==> src/rtl/lgs_pkg.sv <==
package lgs_pkg;

  localparam int GRID_MAX       = 7;
  localparam int SEG_MAX        = 13;
  localparam int SHARED_N       = 3;
  localparam int STEPS_PER_SLOT = 16;
  localparam int ADDR_W         = 4;

  typedef logic [2:0] digit_t;

  // lit fraction of a slot in sixteenths, per width code
  function automatic logic [3:0] pulse_sixteenths(input logic [2:0] code);
    logic [3:0] w;
    case (code)
      3'd0:    w = 4'd1;
      3'd1:    w = 4'd2;
      3'd2:    w = 4'd4;
      3'd3:    w = 4'd10;
      3'd4:    w = 4'd11;
      3'd5:    w = 4'd12;
      3'd6:    w = 4'd13;
      default: w = 4'd14;
    endcase
    return w;
  endfunction

  function automatic digit_t grids_in_mode(input logic [1:0] m);
    return 3'd4 + {1'b0, m};
  endfunction

endpackage

==> src/rtl/lgs_slot_timer.sv <==
module lgs_slot_timer
  import lgs_pkg::*;
#(
  parameter int SLOT_CLKS = 64,
  parameter int CNT_W     = $clog2(SLOT_CLKS)
) (
  input  logic             clk,
  input  logic             rst_n,
  input  logic             restart,
  input  digit_t           restart_key,
  input  digit_t           ngrid,
  output logic [CNT_W-1:0] cnt_o,
  output digit_t           digit_o,
  output logic             slot_last_o
);

  localparam logic [CNT_W-1:0] CNT_LAST = CNT_W'(SLOT_CLKS - 1);

  logic [CNT_W-1:0] cnt_q, cnt_d;
  digit_t           dig_q, dig_d;

  always_comb begin
    slot_last_o = (cnt_q == CNT_LAST);
    cnt_d       = cnt_q;
    dig_d       = dig_q;
    if (restart) begin
      cnt_d = '0;
      dig_d = restart_key;
    end else if (slot_last_o) begin
      cnt_d = '0;
      dig_d = (dig_q >= ngrid) ? '0 : dig_q + 3'd1;
    end else begin
      cnt_d = cnt_q + 1'b1;
    end
  end

  always_ff @(posedge clk or negedge rst_n) begin
    if (!rst_n) begin
      cnt_q <= '0;
      dig_q <= digit_t'(GRID_MAX);
    end else begin
      cnt_q <= cnt_d;
      dig_q <= dig_d;
    end
  end

  assign cnt_o   = cnt_q;
  assign digit_o = dig_q;

endmodule

==> src/rtl/lgs_fetch.sv <==
module lgs_fetch
  import lgs_pkg::*;
#(
  parameter int SLOT_CLKS = 64,
  parameter int CNT_W     = $clog2(SLOT_CLKS)
) (
  input  logic               clk,
  input  logic               rst_n,
  input  logic [CNT_W-1:0]   cnt,
  input  digit_t             digit,
  input  digit_t             ngrid,
  input  logic [7:0]         ram_data,
  output logic               rd_o,
  output logic [ADDR_W-1:0]  addr_o,
  output logic [SEG_MAX-1:0] pattern_o
);

  localparam logic [CNT_W-1:0] CNT_FIRST = CNT_W'(SLOT_CLKS - 2);
  localparam logic [CNT_W-1:0] CNT_LAST  = CNT_W'(SLOT_CLKS - 1);

  digit_t     next_dig;
  logic       take_lo, take_hi;
  logic [7:0] lo_q, lo_d, hi_q, hi_d;

  // the next digit's two bytes are read in the last two clocks of a slot,
  // while the segments are dark for every width code
  always_comb begin
    next_dig = (digit >= ngrid) ? '0 : digit + 3'd1;
    take_lo  = (cnt == CNT_FIRST);
    take_hi  = (cnt == CNT_LAST);
    rd_o     = (take_lo || take_hi) && (next_dig < ngrid);
    addr_o   = {next_dig, take_hi};
    lo_d     = (rd_o && take_lo) ? ram_data : lo_q;
    hi_d     = (rd_o && take_hi) ? ram_data : hi_q;
  end

  always_ff @(posedge clk or negedge rst_n) begin
    if (!rst_n) begin
      lo_q <= '0;
      hi_q <= '0;
    end else begin
      lo_q <= lo_d;
      hi_q <= hi_d;
    end
  end

  assign pattern_o = {hi_q[4:0], lo_q};

endmodule

==> src/rtl/lgs_drive.sv <==
module lgs_drive
  import lgs_pkg::*;
#(
  parameter int STEP_CLKS = 4,
  parameter int CNT_W     = $clog2(STEP_CLKS * STEPS_PER_SLOT)
) (
  input  logic                clk,
  input  logic                rst_n,
  input  logic [CNT_W-1:0]    cnt,
  input  digit_t              digit,
  input  digit_t              ngrid,
  input  logic                disp_on,
  input  logic [2:0]          wcode,
  input  logic [SEG_MAX-1:0]  pattern,
  input  logic                slot_last,
  output logic [9:0]          seg_o,
  output logic [3:0]          grid_o,
  output logic [SHARED_N-1:0] shared_o,
  output logic [SHARED_N-1:0] shared_is_grid_o,
  output logic                frame_end_o
);

  logic                valid, lit, frame_d;
  logic [CNT_W-1:0]    limit;
  logic [GRID_MAX-1:0] grids_d, grids_q;
  logic [SEG_MAX-1:0]  segs;
  logic [SHARED_N-1:0] role_d, shared_d;

  logic [9:0]          seg_q;
  logic [3:0]          grid_q;
  logic [SHARED_N-1:0] shared_q, role_q;
  logic                frame_q;

  always_comb begin
    valid   = disp_on && (digit < ngrid);
    grids_d = valid ? (GRID_MAX'(1) << digit) : '0;
    limit   = CNT_W'(int'(pulse_sixteenths(wcode)) * STEP_CLKS);
    // dark whenever the grid about to be driven differs from the one driven now
    lit     = valid && (grids_d == grids_q) && (cnt < limit);
    segs    = lit ? pattern : '0;
    frame_d = (digit >= ngrid) && slot_last;
  end

  for (genvar j = 0; j < SHARED_N; j++) begin : g_shared
    assign role_d[j]   = (ngrid >= digit_t'(GRID_MAX - j));
    assign shared_d[j] = role_d[j] ? grids_d[GRID_MAX-1-j] : segs[10+j];
  end

  always_ff @(posedge clk or negedge rst_n) begin
    if (!rst_n) begin
      grids_q  <= '0;
      seg_q    <= '0;
      grid_q   <= '0;
      shared_q <= '0;
      role_q   <= '1;
      frame_q  <= 1'b0;
    end else begin
      grids_q  <= grids_d;
      seg_q    <= segs[9:0];
      grid_q   <= grids_d[3:0];
      shared_q <= shared_d;
      role_q   <= role_d;
      frame_q  <= frame_d;
    end
  end

  assign seg_o            = seg_q;
  assign grid_o           = grid_q;
  assign shared_o         = shared_q;
  assign shared_is_grid_o = role_q;
  assign frame_end_o      = frame_q;

endmodule

==> src/rtl/led_grid_scanner.sv <==
module led_grid_scanner
  import lgs_pkg::*;
#(
  parameter int STEP_CLKS = 4
) (
  input  logic        clk,
  input  logic        rst_n,
  input  logic        mode_wr_i,
  input  logic [1:0]  mode_i,
  input  logic        ctrl_wr_i,
  input  logic [3:0]  ctrl_i,
  output logic        ram_rd_o,
  output logic [3:0]  ram_addr_o,
  input  logic [7:0]  ram_data_i,
  output logic [9:0]  seg_o,
  output logic [3:0]  grid_o,
  output logic [2:0]  shared_o,
  output logic [2:0]  shared_is_grid_o,
  output logic        frame_end_o
);

  localparam int SLOT_CLKS = STEP_CLKS * STEPS_PER_SLOT;
  localparam int CNT_W     = $clog2(SLOT_CLKS);

  logic [1:0] mode_q, mode_d;
  logic       on_q, on_d;
  logic [2:0] wcode_q, wcode_d;
  logic       mode_chg;
  digit_t     ngrid, restart_key;

  logic [CNT_W-1:0]   cnt;
  digit_t             digit;
  logic               slot_last;
  logic [SEG_MAX-1:0] pattern;

  always_comb begin
    mode_chg    = mode_wr_i && (mode_i != mode_q);
    mode_d      = mode_chg ? mode_i : mode_q;
    // a real mode change blanks; a control write in the same cycle still sets width
    on_d        = mode_chg ? 1'b0 : (ctrl_wr_i ? ctrl_i[3] : on_q);
    wcode_d     = ctrl_wr_i ? ctrl_i[2:0] : wcode_q;
    ngrid       = grids_in_mode(mode_q);
    restart_key = grids_in_mode(mode_i);
  end

  always_ff @(posedge clk or negedge rst_n) begin
    if (!rst_n) begin
      mode_q  <= 2'b11;
      on_q    <= 1'b0;
      wcode_q <= 3'd0;
    end else begin
      mode_q  <= mode_d;
      on_q    <= on_d;
      wcode_q <= wcode_d;
    end
  end

  lgs_slot_timer #(.SLOT_CLKS(SLOT_CLKS), .CNT_W(CNT_W)) u_timer (
    .clk         (clk),
    .rst_n       (rst_n),
    .restart     (mode_chg),
    .restart_key (restart_key),
    .ngrid       (ngrid),
    .cnt_o       (cnt),
    .digit_o     (digit),
    .slot_last_o (slot_last)
  );

  lgs_fetch #(.SLOT_CLKS(SLOT_CLKS), .CNT_W(CNT_W)) u_fetch (
    .clk       (clk),
    .rst_n     (rst_n),
    .cnt       (cnt),
    .digit     (digit),
    .ngrid     (ngrid),
    .ram_data  (ram_data_i),
    .rd_o      (ram_rd_o),
    .addr_o    (ram_addr_o),
    .pattern_o (pattern)
  );

  lgs_drive #(.STEP_CLKS(STEP_CLKS), .CNT_W(CNT_W)) u_drive (
    .clk              (clk),
    .rst_n            (rst_n),
    .cnt              (cnt),
    .digit            (digit),
    .ngrid            (ngrid),
    .disp_on          (on_q),
    .wcode            (wcode_q),
    .pattern          (pattern),
    .slot_last        (slot_last),
    .seg_o            (seg_o),
    .grid_o           (grid_o),
    .shared_o         (shared_o),
    .shared_is_grid_o (shared_is_grid_o),
    .frame_end_o      (frame_end_o)
  );

endmodule

==> config.mk <==
export PLATFORM = sky130hd
export DESIGN_NAME = led_grid_scanner
export DESIGN_NICKNAME = d
export VERILOG_FILES = /design/src/rtl/lgs_pkg.sv /design/src/rtl/lgs_slot_timer.sv /design/src/rtl/lgs_fetch.sv /design/src/rtl/lgs_drive.sv /design/src/rtl/led_grid_scanner.sv
export SDC_FILE = /design/constraint.sdc
export NUM_CORES = 1
export LEC_CHECK = 0
export BUFFER_PORTS_ARGS = -buffer_cell sky130_fd_sc_hd__buf_4
export CAP_MARGIN = 40
export CORE_MARGIN = 3
export CORE_UTILIZATION = 50
export CTS_BUF_LIST = sky130_fd_sc_hd__clkbuf_4
export DETAILED_ROUTE_END_ITERATION = 6
export MAX_ROUTING_LAYER = met4
export PLACE_DENSITY = 0.71
export SLEW_MARGIN = 40
export SYNTH_ARGS = -nofsm -noshare
export SYNTH_HDL_FRONTEND = slang
export SYNTH_SLANG_ARGS = --single-unit
==> constraint.sdc <==
create_clock -name clk -period 7.4 [get_ports clk]
set_input_delay 0.74 -clock clk [delete_from_list [all_inputs] [get_ports clk]]
set_output_delay 0.74 -clock clk [all_outputs]
set_load 0.05 [all_outputs]
# ---- Word level (Yosys, flattened, before mapping)
# Cells that the tools add are included.
# Widths: inputs -> output; s select.
dict set report totals {
  ff_bits 56
  inputBits 18
  output_inout_bits 26
}
dict set report op_classes {
  addsub 4
  n_lt_le_gt_ge 7
  eq_ne 10
  n_shift 1
  n_mux 13
  reduce_logical 12
}
# cell n
set ops {}
lappend ops {{$pmux 4 s7} 1}
lappend ops {{$mux 13} 1}
lappend ops {{$eq 6x6->1 const B} 2}
lappend ops {{$mux 6} 2}
lappend ops {{$eq 3x3->1 const B} 3}
lappend ops {{$ge 3x3->1 const B} 3}
lappend ops {{$mux 3} 3}
lappend ops {{$logic_and 1x1->1} 8}
lappend ops {{$eq 7x7->1} 1}
lappend ops {{$mux 7} 1}
lappend ops {{$shl 1x3->7 const A} 1}
lappend ops {{$add 3x2->3 const A} 2}
lappend ops {{$add 6x1->6 const B} 1}
lappend ops {{$eq 3x2->1 const B} 2}
lappend ops {{$lt 3x3->1} 2}
lappend ops {{$lt 6x6->1} 1}
lappend ops {{$mux 1} 5}
lappend ops {{$reduce_bool 2->1} 2}
lappend ops {{$add 3x1->3 const B} 1}
lappend ops {{$eq 3x1->1 const B} 1}
lappend ops {{$ge 3x3->1} 1}
lappend ops {{$logic_not 3->1} 1}
lappend ops {{$ne 2x2->1} 1}
lappend ops {{$logic_or 1x1->1} 1}

# ---- Logic depth before layout (Yosys ltp)
dict set report logic_depth {
  ltp_word 9
  ltp_mapped 11
  depth_no_buf 11
}

# ---- Cells and area by module
# Synthesis repeated with hierarchy kept, for this count alone.
dict set report hier_totals {
  cells_unflattened 244
  hier_area_um2 2831.5
}
# module n_inst cells_each area_per_inst_um2
set modules_own_cells {}
lappend modules_own_cells {lgs_drive 1 116 1300.0}
lappend modules_own_cells {lgs_fetch 1 60 759.5}
lappend modules_own_cells {lgs_slot_timer 1 51 516.7}
lappend modules_own_cells {led_grid_scanner 1 17 255.2}

# ---- Least setup slack after synthesis
# OpenSTA, ideal clock, no wires.
dict set report synth_path {
  kind {reg-to-output}
  from {register u_timer.dig_q[0] (netlist: u_timer.digit_o[0])}
  to {output ram_rd_o}
  arrival_time_ns 3.077
  required_ns 6.660
  slack_ns 3.583
  path_stages_with_launch 11
  n_path_buf 0
  cell_sequence {dfstp_2 > inv_1 > ha_1 > nand2b_1 > a21o_1 > nand2_1 > and2_1 > ha_1 > a21oi_1 > a211oi_2 > a21oi_1}
}
dict set report synth_via {
  elab_chain_len 4
  elab_cells_between_ends 5
  cone_classes {1 x add/sub; 2 x order compare; 1 x mux; 1 x reduce/logical}
}
# element line_no
set synth_rtl {}
lappend synth_rtl {{start, declared} lgs_slot_timer.sv:20} ;# digit_t dig_q, dig_d;
lappend synth_rtl {{start signal, assigned} lgs_slot_timer.sv:40} ;# dig_q <= digit_t'(GRID_MAX);
lappend synth_rtl {{start signal, assigned} lgs_slot_timer.sv:43} ;# dig_q <= dig_d;
lappend synth_rtl {{$add 3x1->3 / $ge 3x3->1 (equally long branches)} lgs_fetch.sv:28} ;# next_dig = (digit >= ngrid) ? '0 : digit + 3'd1;
lappend synth_rtl {{$mux 3 *} lgs_fetch.sv:28}
lappend synth_rtl {{via ram_addr_o[2]} led_grid_scanner.sv:13} ;# output logic [3:0] ram_addr_o,
lappend synth_rtl {{$lt 3x3->1 *} lgs_fetch.sv:31} ;# rd_o = (take_lo || take_hi) && (next_dig < ngrid);
lappend synth_rtl {{$logic_and 1x1->1 *} lgs_fetch.sv:31}
lappend synth_rtl {{end, declared} led_grid_scanner.sv:12} ;# output logic ram_rd_o,
# The timed path passes the listed nets; every way through them passes the cells marked *.

# ---- Worst setup path after layout
dict set report layout_path {
  from {register u_timer.dig_q[0] (netlist: u_timer.digit_o[0])}
  to {output ram_rd_o}
}
dict set report layout_via {
  elab_chain_len 4
  elab_cells_between_ends 5
  cone_classes {1 x add/sub; 2 x order compare; 1 x mux; 1 x reduce/logical}
}
# element line_no
set layout_rtl {}
lappend layout_rtl {{$add 3x1->3 / $ge 3x3->1 (equally long branches)} lgs_fetch.sv:28}
lappend layout_rtl {{$mux 3 *} lgs_fetch.sv:28}
lappend layout_rtl {{$lt 3x3->1 *} lgs_fetch.sv:31}
lappend layout_rtl {{$logic_and 1x1->1 *} lgs_fetch.sv:31}
# Mark *: on every way between the ends. The rest lies on a longest branch, timed or not.

==> key figures <==
Global routing
  • Initial antenna violation count: 0
  • Largest net degree at the start of global routing: 53
  • Vias in the first global route: 1582
  • GRT Util Overall: 0.165
  • Global-route wire length before repair: 7500 µm
  • Remaining global-route overflow: 0

Power
  • P_leak: ~1.4 nW
  • Worst-case vdd ir drop: 0.133 mV
  • Power Density: 203 nW/µm²

Synthesis
  • Net count after synthesis: between 200 and 250
  • Synth Cell Area: 2520 µm²
  • Synth Instances: slightly above 200
  • Synth Warn #: 0
  • Post-synth ARST share: 1.00
  • Post-synth EDFFs: 0
  • Most used DFF post-synth: dfrtp_1
  • Mapped Avg Cell Area: 12.2 µm²
  • Flops & latches, synth: 52
  • Sequential area share after synthesis: 0.520
  • Post-synth cell types: 41

Route
  • Initial DRC Count: 80
  • WL/cell: 14.0 µm
  • Met2 Wirelength: 2030 µm
  • Top Metal Used: met4
  • WL met3: 215 µm
  • Via density: 5.11
  • WL met1: 2130 µm
  • Antenna Nets Post-Route: 0
  • Vias: around 1600
  • DRT Wirelength: 4440 µm
  • First-pass DRT Iterations: 4
  • Drc violations: 0

Floorplan
  • Core Region: 4790 µm²
  • Die Area: 5930 µm²
  • Starting density of the core: 0.527
  • Height of the die: a little under 80 µm
  • Die width: 77.0 µm
  • I/O Pins: 44
  • # rows: 25

Timing
  • Fin. max-slew vios: 0
  • Fin. Hold Viols: 0
  • Setup ws final: roughly 3.8 ns
  • Slew @ Worst Pin: 0.634 ns
  • Worst Clk Skew: 0.0137 ns
  • Fin Setup TNS: 0 ns
  • F_max: 281 MHz
  • Part of the cycle the worst path needs: 0.480
  • Final Critical Period: roughly 3.6 ns
  • RSZ-0062 raised after global routing: false
  • Final setup violating endpoints: 0
  • Max transition margin: 0.577

Status
  • Status: finished, final reports clean

Clock network
  • Post_cts resized: 0
  • Clock Sinks: 52
  • H-tree depth: 2
  • CTS tree: done
  • CTS Buf Count: 5
  • CTS root buffer: clkbuf_4
  • CTS clk-pin slew, worst paths: between 0.15 and 0.2 ns
  • Hold_buf cts: 0
  • Clk Latency, worst-skew pair: 0.37 ns
  • Post-CTS setup buffer count: 0
  • Clk buf depth: 2

Hold path
  • Hold WC Path Type: input port to async pin

Worst setup path
  • Critical path arrival: 2.81 ns
  • Crit path launch type: flop
  • Crit-path max FO: 5
  • Crit Path Class: flop to primary output
  • Required @ worst endpoint: around 6.7 ns
  • CP endpoint kind: primary output

Place
  • Post-Place Setup Slack: ~4.3 ns
  • Final RePlAce weighted congestion: 0.860
  • DP Cell Count: between 300 and 400
  • Placed inst area: about 2900 µm²
  • Post-DP HPWL: 3250 µm
  • Number of port buffers: 43

Cells and area
  • Number of fillers in the final layout: 415
  • P&R area growth vs syn: 16.4%
  • Design area: 2930 µm²
  • Area of the multi-input gates: 1110 µm²
  • Layout cells sized above 1: 0.341
  • N_diodes: 0
  • Final cell utilization of the core: 0.613
  • Finished Layout Cells: 316
  • Final Net Count: approximately 280
  • Reg area: 1310 µm²

Flow run
  • Maxcap violations: 0
-- state kept, by name, summed over array words and instances (netlist names) --
register / flops
u_drive.seg_o: 10
u_drive.shared_is_grid_o: 3
u_timer.cnt_o: 6
u_timer.digit_o: 3
on_q: 1
u_fetch.lo_q: 8
u_drive.grids_q: 7
mode_q: 2
wcode_q: 3
u_drive.frame_end_o: 1
u_drive.shared_o: 3
u_fetch.hi_q: 5
-- path summary, 6_finish.rpt --
path	startpoint	endpoint	slack (ns)	cells after the start
worst min register to register	mode_q[1]$_DFFE_PN1P_	u_drive.shared_is_grid_o[1]$_DFF_PN1_	0.41	0
min in group clk	mode_q[1]$_DFFE_PN1P_	u_drive.shared_is_grid_o[1]$_DFF_PN1_	0.41	0
worst max-delay path	u_timer.digit_o[0]$_DFFE_PN1P_	ram_rd_o	3.85	11
max in group asynchronous	rst_n	u_drive.grids_q[1]$_DFF_PN0_	6.61	1
worst max register to register	u_timer.digit_o[0]$_DFFE_PN1P_	u_fetch.lo_q[0]$_DFFE_PN0P_	4.39	11
worst min-delay path	rst_n	u_fetch.lo_q[2]$_DFFE_PN0P_	0.37	1
-- placed cells by master, fill, tap and decap left out, drive strengths merged, types with 4 or more instances in the layout --
master,instances
nor2,19
and2,4
nand2,19
buf,45
xnor2,8
clkbuf,5
a21oi,7
nand2b,4
o21ai,4
nor4b,10
dfrtp,44
mux2,17
o41ai,4
dfstp,8
inv,9
xor2,4
ha,13
-- per-layer routing --
metal  global-route usage  vias to the layer above
met5                    -                        -
met4               0.0480                        0
met3               0.0376                        5
met2                0.250                       35
met1                0.226                      775
li1                     -                      799
-- layout make-up --
class / count / area share
inverter: 8 / 0.0102
clock buffer: 5 / 0.0128
clock inverter: 3 / 0.00938
tap: 67 / 0.0286
sequential: 52 / 0.447
multi-input combinational: 136 / 0.377
timing repair buffer: 45 / 0.115
-- power by group --
part	total (mW)	internal, mW	switching, mW
clock	0.134	0.0401	0.0942
combinational	0.144	0.0528	0.0915
sequential	0.318	0.302	0.0159
total	0.596	0.395	0.202
-- cell usage after synthesis (2+ instances only) --
master    count  area [µm²]
a21oi_1       7        35.0
dfstp_2       8         210
nor2_1       18        67.6
inv_1         6        22.5
xor2_1        4        35.0
ha_1         13         163
mux2i_1       2        20.0
inv_2         2        7.51
nand2_1      19        71.3
nor4b_2      10         150
xnor2_1       7        61.3
o41ai_1       4        35.0
buf_4         5        37.5
buf_6         2        22.5
mux2_1       13         146
mux2_2        4        45.0
clkbuf_1      2        7.51
and2_1        4        25.0
o21ai_1       3        15.0
nor4_2        3        37.5
nand3_1       2        10.0
dfrtp_1      44        1100
nor2b_1       3        18.8
nand2b_1      4        25.0
-- metrics by stage --
stage                     hold slack, ns  power, mW
after detailed placement           0.394      0.468
after floorplan                    0.444      0.425
after global routing               0.391      0.630
after global placement             0.387      0.467
after CTS                          0.373      0.604
final                              0.366      0.596
-- critical path, cell delays in order, from the launching register on --
cell	delay [ns]
dfstp_2	0.60
inv_1	0.10
ha_1	0.28
nand2b_1	0.09
a21o_1	0.18
nand2_1	0.11
and2_1	0.19
ha_1	0.27
a21oi_1	0.06
a211oi_2	0.29
a21oi_1	0.07
buf_4	0.20
-- logic make-up (layout without fill, tap and decap cells) --
family,after synthesis,count (layout),synth area share
buffers and inverters,18,61,0.0407
adders and majority gates,13,13,0.0645
and+or+nand+nor,68,68,0.179
muxes,19,19,0.0839
DFF,52,52,0.520
AOI/OAI and AO/OA,24,24,0.0665
xor gates and xnor gates,12,12,0.0447
(Power assumes the default switching activity.)
